==> src/rtl/glue_pkg.sv <==
package glue_pkg;
  typedef enum logic [1:0] {
    REG_RAM  = 2'd0,
    REG_ROM  = 2'd1,
    REG_IO   = 2'd2,
    REG_NONE = 2'd3
  } region_e;
endpackage

==> src/rtl/glue_phase.sv <==
module glue_phase (
  input  logic clk_i,
  input  logic rst_ni,
  output logic e_o,
  output logic q_o
);
  logic [1:0] ph_q, ph_nxt;
  logic       e_q, q_q;

  assign ph_nxt = ph_q + 2'd1;

  // outputs registered from the next phase: glitch-free clocks
  always_ff @(posedge clk_i or negedge rst_ni) begin
    if (!rst_ni) begin
      ph_q <= 2'd0;
      e_q  <= 1'b0;
      q_q  <= 1'b0;
    end else begin
      ph_q <= ph_nxt;
      e_q  <= ph_nxt[1];
      q_q  <= ph_nxt[1] ^ ph_nxt[0];
    end
  end

  assign e_o = e_q;
  assign q_o = q_q;


  q_leads_e_chk: assert property (@(posedge clk_i) disable iff (!rst_ni)
    $rose(q_q) |=> $rose(e_q));

  e_half_chk: assert property (@(posedge clk_i) disable iff (!rst_ni)
    $rose(e_q) |=> $stable(e_q));

  q_half_chk: assert property (@(posedge clk_i) disable iff (!rst_ni)
    $fell(q_q) |=> $stable(q_q));
endmodule

==> src/rtl/glue_decode.sv <==
module glue_decode
  import glue_pkg::*;
#(
  parameter int ADDR_W     = 16,
  parameter int NUM_IO     = 4,
  parameter int IO_SEL_LSB = 8,
  localparam int IO_IDX_W  = (NUM_IO > 1) ? $clog2(NUM_IO) : 1
) (
  input  logic              clk_i,
  input  logic              rst_ni,
  input  logic [ADDR_W-1:0] addr_i,
  output logic              ram_cs_o,
  output logic              rom_cs_o,
  output logic [NUM_IO-1:0] io_cs_o
);
  localparam int TOP = ADDR_W - 1;

  region_e            region;
  logic [IO_IDX_W-1:0] io_idx;
  logic               unused_addr;

  assign unused_addr = ^addr_i;
  assign io_idx      = addr_i[IO_SEL_LSB +: IO_IDX_W];

  always_comb begin
    if (!addr_i[TOP])                         region = REG_RAM;
    else if (addr_i[TOP-1])                   region = REG_ROM;
    else if (addr_i[TOP-2])                   region = REG_IO;
    else                                      region = REG_NONE;
  end

  assign ram_cs_o = rst_ni && (region == REG_RAM);
  assign rom_cs_o = rst_ni && (region == REG_ROM);

  for (genvar i = 0; i < NUM_IO; i++) begin : g_io
    assign io_cs_o[i] = rst_ni && (region == REG_IO) && (io_idx == IO_IDX_W'(i));
  end


  one_sel_chk: assert property (@(posedge clk_i) disable iff (!rst_ni)
    $onehot0({ram_cs_o, rom_cs_o, io_cs_o}));

  io_onehot_chk: assert property (@(posedge clk_i) disable iff (!rst_ni)
    $onehot0(io_cs_o));

  always_comb begin
    if (!rst_ni) sel_quiet_chk: assert (!ram_cs_o && !rom_cs_o && io_cs_o == '0);
  end
endmodule

==> src/rtl/glue_strobe.sv <==
module glue_strobe (
  input  logic clk_i,
  input  logic rst_ni,
  input  logic rnw_i,
  input  logic e_i,
  input  logic q_i,
  output logic rd_o,
  output logic wr_o
);
  assign rd_o = rnw_i && rst_ni;
  // Q gate: write ends mid E-high, leaving hold time
  assign wr_o = !rnw_i && rst_ni && q_i;


  wr_end_mid_chk: assert property (@(posedge clk_i) disable iff (!rst_ni)
    (wr_o && e_i) |=> !wr_o);

  rd_wr_excl_chk: assert property (@(posedge clk_i) disable iff (!rst_ni)
    !(rd_o && wr_o));

  always_comb begin
    if (!rst_ni) strb_quiet_chk: assert (!rd_o && !wr_o);
  end
endmodule

==> src/rtl/bus_glue.sv <==
module bus_glue #(
  parameter int ADDR_W     = 16,
  parameter int NUM_IO     = 4,
  parameter int IO_SEL_LSB = 8
) (
  input  logic              clk_i,
  input  logic              rst_ni,
  input  logic              rnw_i,
  input  logic [ADDR_W-1:0] addr_i,
  output logic              e_o,
  output logic              q_o,
  output logic              ram_cs_o,
  output logic              rom_cs_o,
  output logic [NUM_IO-1:0] io_cs_o,
  output logic              rd_o,
  output logic              wr_o
);
  logic e_w, q_w;

  glue_phase u_phase (
    .clk_i (clk_i),
    .rst_ni(rst_ni),
    .e_o   (e_w),
    .q_o   (q_w)
  );

  glue_decode #(
    .ADDR_W    (ADDR_W),
    .NUM_IO    (NUM_IO),
    .IO_SEL_LSB(IO_SEL_LSB)
  ) u_decode (
    .clk_i   (clk_i),
    .rst_ni  (rst_ni),
    .addr_i  (addr_i),
    .ram_cs_o(ram_cs_o),
    .rom_cs_o(rom_cs_o),
    .io_cs_o (io_cs_o)
  );

  glue_strobe u_strobe (
    .clk_i (clk_i),
    .rst_ni(rst_ni),
    .rnw_i (rnw_i),
    .e_i   (e_w),
    .q_i   (q_w),
    .rd_o  (rd_o),
    .wr_o  (wr_o)
  );

  assign e_o = e_w;
  assign q_o = q_w;
endmodule

==> config.mk <==
export PLATFORM = sky130hd
export DESIGN_NAME = bus_glue
export DESIGN_NICKNAME = d
export VERILOG_FILES = /design/src/rtl/glue_pkg.sv /design/src/rtl/glue_phase.sv /design/src/rtl/glue_decode.sv /design/src/rtl/glue_strobe.sv /design/src/rtl/bus_glue.sv
export SDC_FILE = /design/constraint.sdc
export NUM_CORES = 1
export LEC_CHECK = 0
export ABC_AREA = 1
export BUFFER_PORTS_ARGS = -buffer_cell sky130_fd_sc_hd__buf_4
export CAP_MARGIN = 0
export CORE_AREA = 2 2 39 41
export DETAILED_ROUTE_END_ITERATION = 10
export DIE_AREA = 0 0 41 43
export GPL_ROUTABILITY_DRIVEN = 0
export PLACE_DENSITY = 0.45
export SYNTH_ARGS = -nofsm -noshare
export SYNTH_HDL_FRONTEND = slang
export SYNTH_SLANG_ARGS = --single-unit
==> constraint.sdc <==
create_clock -name clk_i -period 0.9 [get_ports clk_i]
set_input_delay 0.225 -clock clk_i [delete_from_list [all_inputs] [get_ports clk_i]]
set_output_delay 0.225 -clock clk_i [all_outputs]
set_load 0.1 [all_outputs]
# Word level (Yosys, flattened, before mapping)
# Cells that the tools add are included.
# totals
in_bits	19
regBits	4
elab_cells	26
# op_classes
mux	3
n_addsub	1
n_eq_ne	5
n_reduce_logical	13
bitwise	1
# ops
operator	n
1-bit logical AND	10
2-bit == test, second input constant	3
2-bit by 1-bit == test with 1-bit output, second input constant	2
2-bit logical NOT	2
2-bit two-way mux	2
2-bit by 1-bit adder with 2-bit output, second input constant	1
1-bit logical NOT	1
1-bit two-way mux	1
1-bit XOR	1

# Logic depth before layout (Yosys ltp)
# Gate-level depths: netlist of run 1.
# logic_depth
word_depth	6
depth_mapped	4
mapped_depth_nobuf	4

# Hierarchy
# From an unflattened synthesis of run 1, not the netlist that was laid out.
# hier_totals
hier_cells	31
area_unflattened_um2	187.7
# modules_own_cells
mod	seq_area_each_um2	area_each_um2	cells_each	n_inst
glue_phase	75.1	93.8	8	1
glue_decode	0.0	76.3	19	1
glue_strobe	0.0	17.5	4	1

# Worst setup path before layout of run 1
# No wires, ideal clock.
# synth_path
path_type	reg-to-output
from	reg u_phase.q_q (netlist: u_phase.q_o)
to	out wr_o
path_stages_with_launch	3
arrival_ps	2290
slack_ps	-1615
cell_sequence	dfrtp_1 -> nand2_1 -> nor2_1
# synth_via
elab_chain_cells	1
# synth_lines
item	line	rtl
start: declaration	glue_phase.sv:8	logic e_q, q_q;
start signal: assignment	glue_phase.sv:21	q_q <= ph_nxt[1] ^ ph_nxt[0];
1-bit logical AND	glue_strobe.sv:12	assign wr_o = !rnw_i && rst_ni && q_i;
end: declaration	bus_glue.sv:16	output logic wr_o
# Every way passes these cells.

# Final worst setup path of run 1
# Ends and elaborated chain as after synthesis.

==> out/metrics.cfg, run 1 <==
[global_route]
grt_max_degree=5
grt_pass1_wl_um=993
grt_usage_pct=8.44
grt_overflow=0
grt_pass1_vias=267
antenna_found_initial=0

[run]
drv_cap=0

[final_layout]
n_antenna_cell=0
stdcell_count=71
drive_gt1_share_pct=80.0
area_growth_pct=258
fin_nets=75

[setup_path]
cp-startpoint=u_phase.q_o
rrSetupSlack_ns=0.03
r2r-end=u_phase.e_o
cp.depth=3
worstSetupEndpoint=wr_o
crit_arrival_ns=0.97
path_cells=nand2_4, nor2_4, buf_12
critPathTopFamily=flip-flops
critPathRequiredTime_ns=0.67
startpoint_type=flop
r2r_cells=2
critical-path-max-stage-delay_ns=0.48
reg2reg_from=u_phase.e_o
endpoint_kind=output pin
crit_path_max_fanout=2
critPathKind=flop to output pin
critPathSlowestCell=dfrtp_4
path_buf_inv=1

[sta]
slew_headroom_pct=81.6
tns_ns=-1.60
rsz0062_at_grt=yes
tightest_slew_ns=0.278
post-route-period-util_pct=132
fin_worst_skew_ns=0.00425
fmax_ghz=0.840
final_max_slew_viol_count=0
setup_violations=10
setup_ws_ns=-0.291
layout_min_cycle_time_ns=1.19
hold_viol=0

[cts]
cts_tree=yes
cts.root.buffer_cell=clkbuf_4
cts_buffers=3
h-tree-depth=1
clock_path_buffers=2
cts.sinks=3
insertion_delay_ns=0.23
path_clk_slew_ns=0.04
cts_hold_buffers=0

[synthesis]
ys_seq_elements=3
yosysWarnings=0
syn_nets=48
synthFlopType=dfrtp_1
ys_types=8
yosysSeqAreaShare_pct=39.5
synth_area_leaders=dfrtp_1, inv_1, nor2_1
async_flop_share_pct=100
synthTopCellsByCount=inv_1, nor2_1, nand2_1, dfrtp_1, nand2_2
synth_edf_count=0
syn_area_um2=190
yosysTopAreaCellShare_pct=39.5
post-synth-top-count-cell=inv_1
syn_inst=29
syn_avg_cell_area_um2=6.56
yosysTopAreaCell=dfrtp_1

[hold_path]
hp-class=input pin to asynchronous set/reset pin

[run_status]
violations=setup timing
status=finished with violations

[die]
fp.dieH_um=43
dieWidth_um=41
initial_core_util_pct=13.7
rows=14
coreArea_um2=1380
ioPinCount=29
fp.dieArea_um2=1760

[drt]
firstDrtPassIters=1
postRouteAntennaNets=0
drc_errors=0
routed_wl_um=567
wl_per_cell_um=7.99
drt_iter0_drc=0
viasPerCell=3.49
vias=248

[place]
place_ws_ns=-0.291
io_buffers=17
hpwl_um=445
dp_cells=66

[power_and_ir_drop]
leakagePower_uw=0.000300
p_per_area_nw_per_um2=938
finalPower_uw=639
ir_drop_mv=0.988

==> cells by family (layout without fill, tap and decap cells) <==
family	after synthesis	in the layout	share of synthesized area [%]
flip-flops	3	3	39.5
buffers and inverters	9	35	17.8
AND/OR/NAND/NOR	16	16	38.2
XOR/XNOR	1	1	4.61
==> cells in the final DEF (no fill, tap or decap), drive strengths merged <==
master	instances
buf	22
nand2	8
dfrtp	3
xor2	1
inv	8
clkinvlp	1
nor2	8
clkbuf	4
==> power breakdown <==
group / total (µW) / switching (µW) / internal (µW)
registers: 136 / 0 / 136
clock network: 230 / 63.9 / 166
logic: 273 / 156 / 117
total: 639 / 220 / 419
==> metal layers <==
metal	global-route usage, %	vias up	share of wire, %
li1	-	129	-
met1	9.68	113	40
met2	13.1	6	57
met3	3.14	0	3.5
met4	4.00	0	0
met5	0	-	0
==> state kept, by name (all words and copies together), names as in the netlist <==
signal        cells
u_phase.e_o       1
u_phase.ph_q      1
u_phase.q_o       1
==> timing repair <==
| action | CTS | global route |
|---|---|---|
| buffers inserted | 1 | 0 |
| setup endpoints to repair | 10 | 10 |
| gates resized for setup | 34 | 3 |
| pin swaps | 6 | 2 |
==> stage by stage <==
step,hold slack [ns],instance area (µm²),utilization [%]
CTS,0.0263,671,48.5
detailed placement,0.189,498,36.0
global route,0.0290,681,49.2
floorplan,-0.0706,308,-
finish,0.0275,681,49.2
global placement,0.190,498,36.0
==> worst min-delay path by stage <==
stage | start | slack (ns) | to | cells past startpoint
finish | rst_ni | 0.03 | u_phase.q_o | 3
global route | rst_ni | 0.03 | u_phase.q_o | 3
CTS | rst_ni | 0.03 | u_phase.q_o | 3
detailed placement | rst_ni | 0.19 | u_phase.q_o | 2
global placement | rst_ni | 0.19 | u_phase.q_o | 2
floorplan | rst_ni | -0.07 | u_phase.ph_q[0] | 0
==> layout make-up <==
cell class | count | area, µm²
Timing Repair Buffer | 22 | 324
Fill cell | 135 | 703
Multi-Input combinational cell | 17 | 170
Clock buffer | 4 | 26.3
Sequential cell | 3 | 82.6
Tap cell | 16 | 20.0
Inverter | 9 | 57.6
==> tightest hold or removal path: cells and delay by family <==
kind     cells  cell delay (ns)
buf+inv      3             0.34
Note: power is estimated with default switching activity, not from simulation.
==> run 2, diff against run 1 <==
--- a/config.mk
+++ b/config.mk
@@ -13,6 +13,7 @@
 export DIE_AREA = 0 0 41 43
 export GPL_ROUTABILITY_DRIVEN = 0
 export PLACE_DENSITY = 0.45
+export SETUP_SLACK_MARGIN = 0.5
 export SYNTH_ARGS = -nofsm -noshare
 export SYNTH_HDL_FRONTEND = slang
 export SYNTH_SLANG_ARGS = --single-unit
==> run 2 against run 1 <==
The run still ends with setup timing left. Sequential share of layout area down 0.22 points. Flip-flop and latch count unchanged. Clock skew down 0.0026 ns. Total power down 0.11%. First-iteration DRC count up 1. Cell count up 1.4%. Clock power about the same. Sequential power about the same. Die area unchanged.
==> out/metrics.cfg, run 2 (synthesis results as in run 1) <==
[sta]
hold_viol=0  ; unchanged
setup_violations=11  ; +1
slew_headroom_pct=81.6  ; about the same
fmax_ghz=0.840  ; about the same
tns_ns=-1.67  ; -0.0766 ns
rsz0062_at_grt=yes
tightest_slew_ns=0.278  ; -0.000168 ns
final_max_slew_viol_count=0  ; unchanged
post-route-period-util_pct=132  ; about the same
layout_min_cycle_time_ns=1.19  ; -0.000511 ns
fin_worst_skew_ns=0.00160  ; -0.00264 ns
setup_ws_ns=-0.291  ; +0.000511 ns

[drt]
viasPerCell=3.47  ; -0.59%
routed_wl_um=618  ; +9.0%
drt_iter0_drc=1  ; +1
vias=250  ; +0.81%
postRouteAntennaNets=0  ; unchanged
firstDrtPassIters=2  ; +1
drc_errors=0  ; unchanged
wl_per_cell_um=8.58  ; +7.5%

[cts]
clock_path_buffers=2  ; unchanged
cts_hold_buffers=0  ; unchanged
insertion_delay_ns=0.23  ; about the same
path_clk_slew_ns=0.04  ; about the same
cts.sinks=3  ; unchanged
cts.root.buffer_cell=clkbuf_4
cts_buffers=3  ; unchanged
cts_tree=yes
h-tree-depth=1  ; unchanged

[power_and_ir_drop]
p_clk_share_pct=36.2  ; +0.2 points
ir_drop_mv=0.715  ; -28%
p_int_uw=416  ; -0.75%
comb_power_share_pct=42.5  ; -0.3 points
p_per_area_nw_per_um2=920  ; -1.9%
power.net_switching_uw=222  ; +1.1%
leakagePower_uw=0.000302  ; +0.55%
p_seq_share_pct=21.3  ; about the same
swShare_pct=34.9  ; +0.42 points

[final_layout]
final_common_cell=buf_12
drive_gt1_share_pct=80.4  ; +0.36 points
fin_nets=76  ; +1.3%
final_core_util_pct=50.1  ; +0.90 points
n_antenna_cell=0  ; unchanged
area_growth_pct=264
final_cell_area_um2=693  ; +1.8%
layout_common_cells=buf_12, nor2_4, buf_6

[setup_path]
r2r_cells=3  ; +1
crit_path_max_fanout=2  ; unchanged
rrSetupSlack_ns=-0.06  ; -0.09 ns
critPathKind=flop to output pin
endpoint_kind=output pin
r2r-end=u_phase.e_o
reg2reg_from=u_phase.e_o
critPathRequiredTime_ns=0.67  ; about the same
startpoint_type=flop
crit_arrival_ns=0.97  ; about the same

[place]
io_buffers=17  ; unchanged
hpwl_um=429  ; -3.7%
placed_area_um2=514  ; +3.3%

[die]
rows=14  ; unchanged
dieWidth_um=41  ; unchanged
coreArea_um2=1380  ; unchanged
fp.dieArea_um2=1760  ; unchanged
fp.dieH_um=43  ; unchanged
initial_core_util_pct=13.7  ; unchanged
ioPinCount=29  ; unchanged

[run]
drv_cap=0  ; unchanged

[global_route]
antenna_found_initial=0  ; unchanged
grt_pass1_vias=262  ; -1.9%
grt_usage_pct=8.55  ; +0.11 points
grt_overflow=0  ; unchanged
grt_max_degree=5  ; unchanged
grt_pass1_wl_um=986  ; -0.70%

[run_status]
status=finished with violations
violations=setup timing

[hold_path]
hp-class=input pin to asynchronous set/reset pin

==> run 2: cell count changes in the layout (fill, tap and decap cells not counted), sizes merged <==
cell,change
buf,+1
==> run 2: layout make-up <==
class | count | area [µm²]
clock buffers | 4 | 26.3
fillers | 132 | 691
inverters | 9 | 57.6
multi-input cells | 17 | 176
flip-flops and latches | 3 | 82.6
well taps | 16 | 20.0
repair buffers | 23 | 330
==> run 2: worst max path at each step <==
stage	startpoint	endpoint	slack, ns	cells past startpoint
after floorplan	u_phase.q_o	wr_o	-0.51	2
after global placement	addr_i[13]	io_cs_o[0]	-0.29	6
after detailed placement	addr_i[13]	io_cs_o[0]	-0.29	6
after CTS	u_phase.q_o	wr_o	-0.30	3
after global routing	u_phase.q_o	wr_o	-0.32	3
final	u_phase.q_o	wr_o	-0.29	3
==> run 2: routing by layer <==
layer	vias up	track usage [%]	wire length, µm
li1	132	-	-
met1	114	9.06	205
met2	4	14.1	396
met3	0	1.57	16
met4	0	6.00	0
met5	-	0	0
==> run 2: metrics by stage <==
stage                     std cells  setup slack [ns]  power [µW]  hold slack [ns]
after floorplan                  29            -0.508         275          -0.0706
after global routing             72            -0.324         669           0.0400
final                            72            -0.291         638           0.0345
after detailed placement         67            -0.291         368            0.325
after global placement           67            -0.290         367            0.329
after CTS                        71            -0.304         649           0.0324
==> run 2: critical path, cell delays in order (launching register included) <==
cell and delay (ns):
dfrtp_4 0.48, nand2_4 0.07, nor2_4 0.04, buf_12 0.15
==> run 2: what timing repair did <==
| action | in CTS | in global routing |
|---|---|---|
| resized for setup | 33 | 3 |
| setup endpoints to repair | 13 | 13 |
| pin swaps | 6 | 0 |
| buffers inserted | 0 | 1 |
==> run 2: power by group through the flow <==
stage / logic, µW / clock network, µW / registers (µW)
after CTS: 269 / 244 / 136
after global placement: 230 / 0 / 138
after floorplan: 138 / 0 / 138
final: 271 / 231 / 136
after detailed placement: 230 / 0 / 138
after global routing: 283 / 250 / 135
==> run 3, diff against run 2 <==
--- a/config.mk
+++ b/config.mk
@@ -13,7 +13,7 @@
 export DIE_AREA = 0 0 41 43
 export GPL_ROUTABILITY_DRIVEN = 0
 export PLACE_DENSITY = 0.45
-export SETUP_SLACK_MARGIN = 0.5
+export SETUP_SLACK_MARGIN = 0.15
 export SYNTH_ARGS = -nofsm -noshare
 export SYNTH_HDL_FRONTEND = slang
 export SYNTH_SLANG_ARGS = --single-unit
==> run 3 against run 2 <==
Critical path depth unchanged. Critical endpoint unchanged. Clock skew is the same. Non-clock buffer count did not move. The flow still finishes with violations (setup timing). Hold slack stayed put. Clock-buffer cell count unchanged. Combinational power hardly changed.
==> out/metrics.cfg, run 3 (synthesis results as in run 1) <==
[run_status]
status=finished with violations
violations=setup timing

[drt]
vias=250  ; unchanged
wl_per_cell_um=8.58  ; unchanged
postRouteAntennaNets=0  ; unchanged
viasPerCell=3.47  ; unchanged
drt_iter0_drc=1  ; unchanged
routed_wl_um=618  ; unchanged
drc_errors=0  ; unchanged
firstDrtPassIters=2  ; unchanged

[sta]
setup_ws_ns=-0.291  ; unchanged
slew_headroom_pct=81.6  ; unchanged
fin_worst_skew_ns=0.00160  ; unchanged
rsz0062_at_grt=yes
tns_ns=-1.67  ; unchanged
final_max_slew_viol_count=0  ; unchanged
fmax_ghz=0.840  ; unchanged
hold_viol=0  ; unchanged
setup_violations=11  ; unchanged
layout_min_cycle_time_ns=1.19  ; unchanged
tightest_slew_ns=0.278  ; unchanged
post-route-period-util_pct=132  ; unchanged

[setup_path]
critical-path-max-stage-delay_ns=0.48  ; about the same
crit_path_max_fanout=2  ; unchanged
critPathSlowestCell=dfrtp_4
critPathTopFamily=flip-flops
path_cells=nand2_4, nor2_4, buf_12
crit_arrival_ns=0.97  ; about the same
r2r_cells=3  ; unchanged
critPathKind=flop to output pin
endpoint_kind=output pin
path_buf_inv=1  ; unchanged
critPathRequiredTime_ns=0.67  ; about the same
startpoint_type=flop
cp.depth=3  ; unchanged

[power_and_ir_drop]
swShare_pct=34.9  ; unchanged
comb_power_share_pct=42.5  ; about the same
p_clk_share_pct=36.2  ; about the same
power.net_switching_uw=222  ; unchanged
p_per_area_nw_per_um2=920  ; unchanged
finalPower_uw=638  ; unchanged
p_seq_share_pct=21.3  ; about the same
leakagePower_uw=0.000302  ; unchanged
ir_drop_mv=0.715  ; unchanged
p_int_uw=416  ; unchanged

[final_layout]
fin_nets=76  ; unchanged
final_core_util_pct=50.1  ; unchanged
final_common_cell=buf_12
layout_common_cells=buf_12, nor2_4, buf_6
fillers=132  ; unchanged
area_growth_pct=264  ; unchanged
n_antenna_cell=0  ; unchanged
drive_gt1_share_pct=80.4  ; unchanged
stdcell_count=72  ; unchanged

[global_route]
grt_pass1_vias=262  ; unchanged
grt_pass1_wl_um=986  ; unchanged
grt_max_degree=5  ; unchanged
antenna_found_initial=0  ; unchanged
grt_overflow=0  ; unchanged
grt_usage_pct=8.55  ; unchanged

[place]
place_ws_ns=-0.291  ; unchanged
dp_cells=67  ; unchanged
hpwl_um=429  ; unchanged
io_buffers=17  ; unchanged

[die]
fp.dieH_um=43  ; unchanged
dieWidth_um=41  ; unchanged
ioPinCount=29  ; unchanged
initial_core_util_pct=13.7  ; unchanged
rows=14  ; unchanged
fp.dieArea_um2=1760  ; unchanged
coreArea_um2=1380  ; unchanged

[cts]
insertion_delay_ns=0.23  ; about the same
cts_tree=yes
path_clk_slew_ns=0.04  ; about the same
cts_buffers=3  ; unchanged
h-tree-depth=1  ; unchanged
cts.sinks=3  ; unchanged
clock_path_buffers=2  ; unchanged
cts.root.buffer_cell=clkbuf_4

[hold_path]
hp-class=input pin to asynchronous set/reset pin

[run]
drv_cap=0  ; unchanged

-- run 3: cell counts in the layout (fill, tap and decap cells not counted) --
Identical to the previous run, type by type.
-- run 3: path summary, 6_finish.rpt --
kind                            startpoint              end  slack, ns
setup / recovery               u_phase.q_o             wr_o      -0.29
hold / removal                      rst_ni      u_phase.q_o       0.03
setup reg to reg               u_phase.e_o      u_phase.e_o      -0.06
hold reg to reg            u_phase.ph_q[0]  u_phase.ph_q[0]       0.44
max in group asynchronous           rst_ni      u_phase.e_o       0.76
min in group clk_i         u_phase.ph_q[0]  u_phase.ph_q[0]       0.44
-- run 3: final cells by class --
cell class	instances	area [µm²]	share of cell area [%]
clock buffer	4	26.3	3.79
tap	16	20.0	2.89
sequential	3	82.6	11.9
inverter	9	57.6	8.30
multi-input combinational	17	176	25.5
timing repair buffer	23	330	47.7
-- run 3: what timing repair did --
item                       in CTS  in global routing
setup endpoints to repair      11                 11
hold buffers                    0                  0
pin swaps                       6                  0
resized for setup              33                  3
buffers inserted                0                  1
-- run 3: power groups by stage --
stage | registers, µW | logic (µW) | clock network, µW
4_1_cts | 136 | 269 | 244
6_report | 136 | 271 | 231
3_5_place_dp | 138 | 230 | 0
3_3_place_gp | 138 | 230 | 0
2_1_floorplan | 138 | 138 | 0
5_1_grt | 135 | 283 | 250
-- run 3: tightest hold or removal path, delay by kind of cell --
kind                   cells  cell delay, ns
buffers and inverters      3            0.36
-- run 3: through the flow --
stage	area [µm²]	hold slack [ns]
after floorplan	317	-0.0706
after global placement	514	0.329
after detailed placement	514	0.325
after CTS	674	0.0324
after global routing	693	0.0400
final	693	0.0345
-- run 3: routing by layer --
| metal | GRT usage [%] | part of all wire, % |
|---|---|---|
| met5 | 0 | 0 |
| met3 | 1.57 | 2.6 |
| met2 | 14.1 | 64 |
| met4 | 6.00 | 0 |
| met1 | 9.06 | 33 |
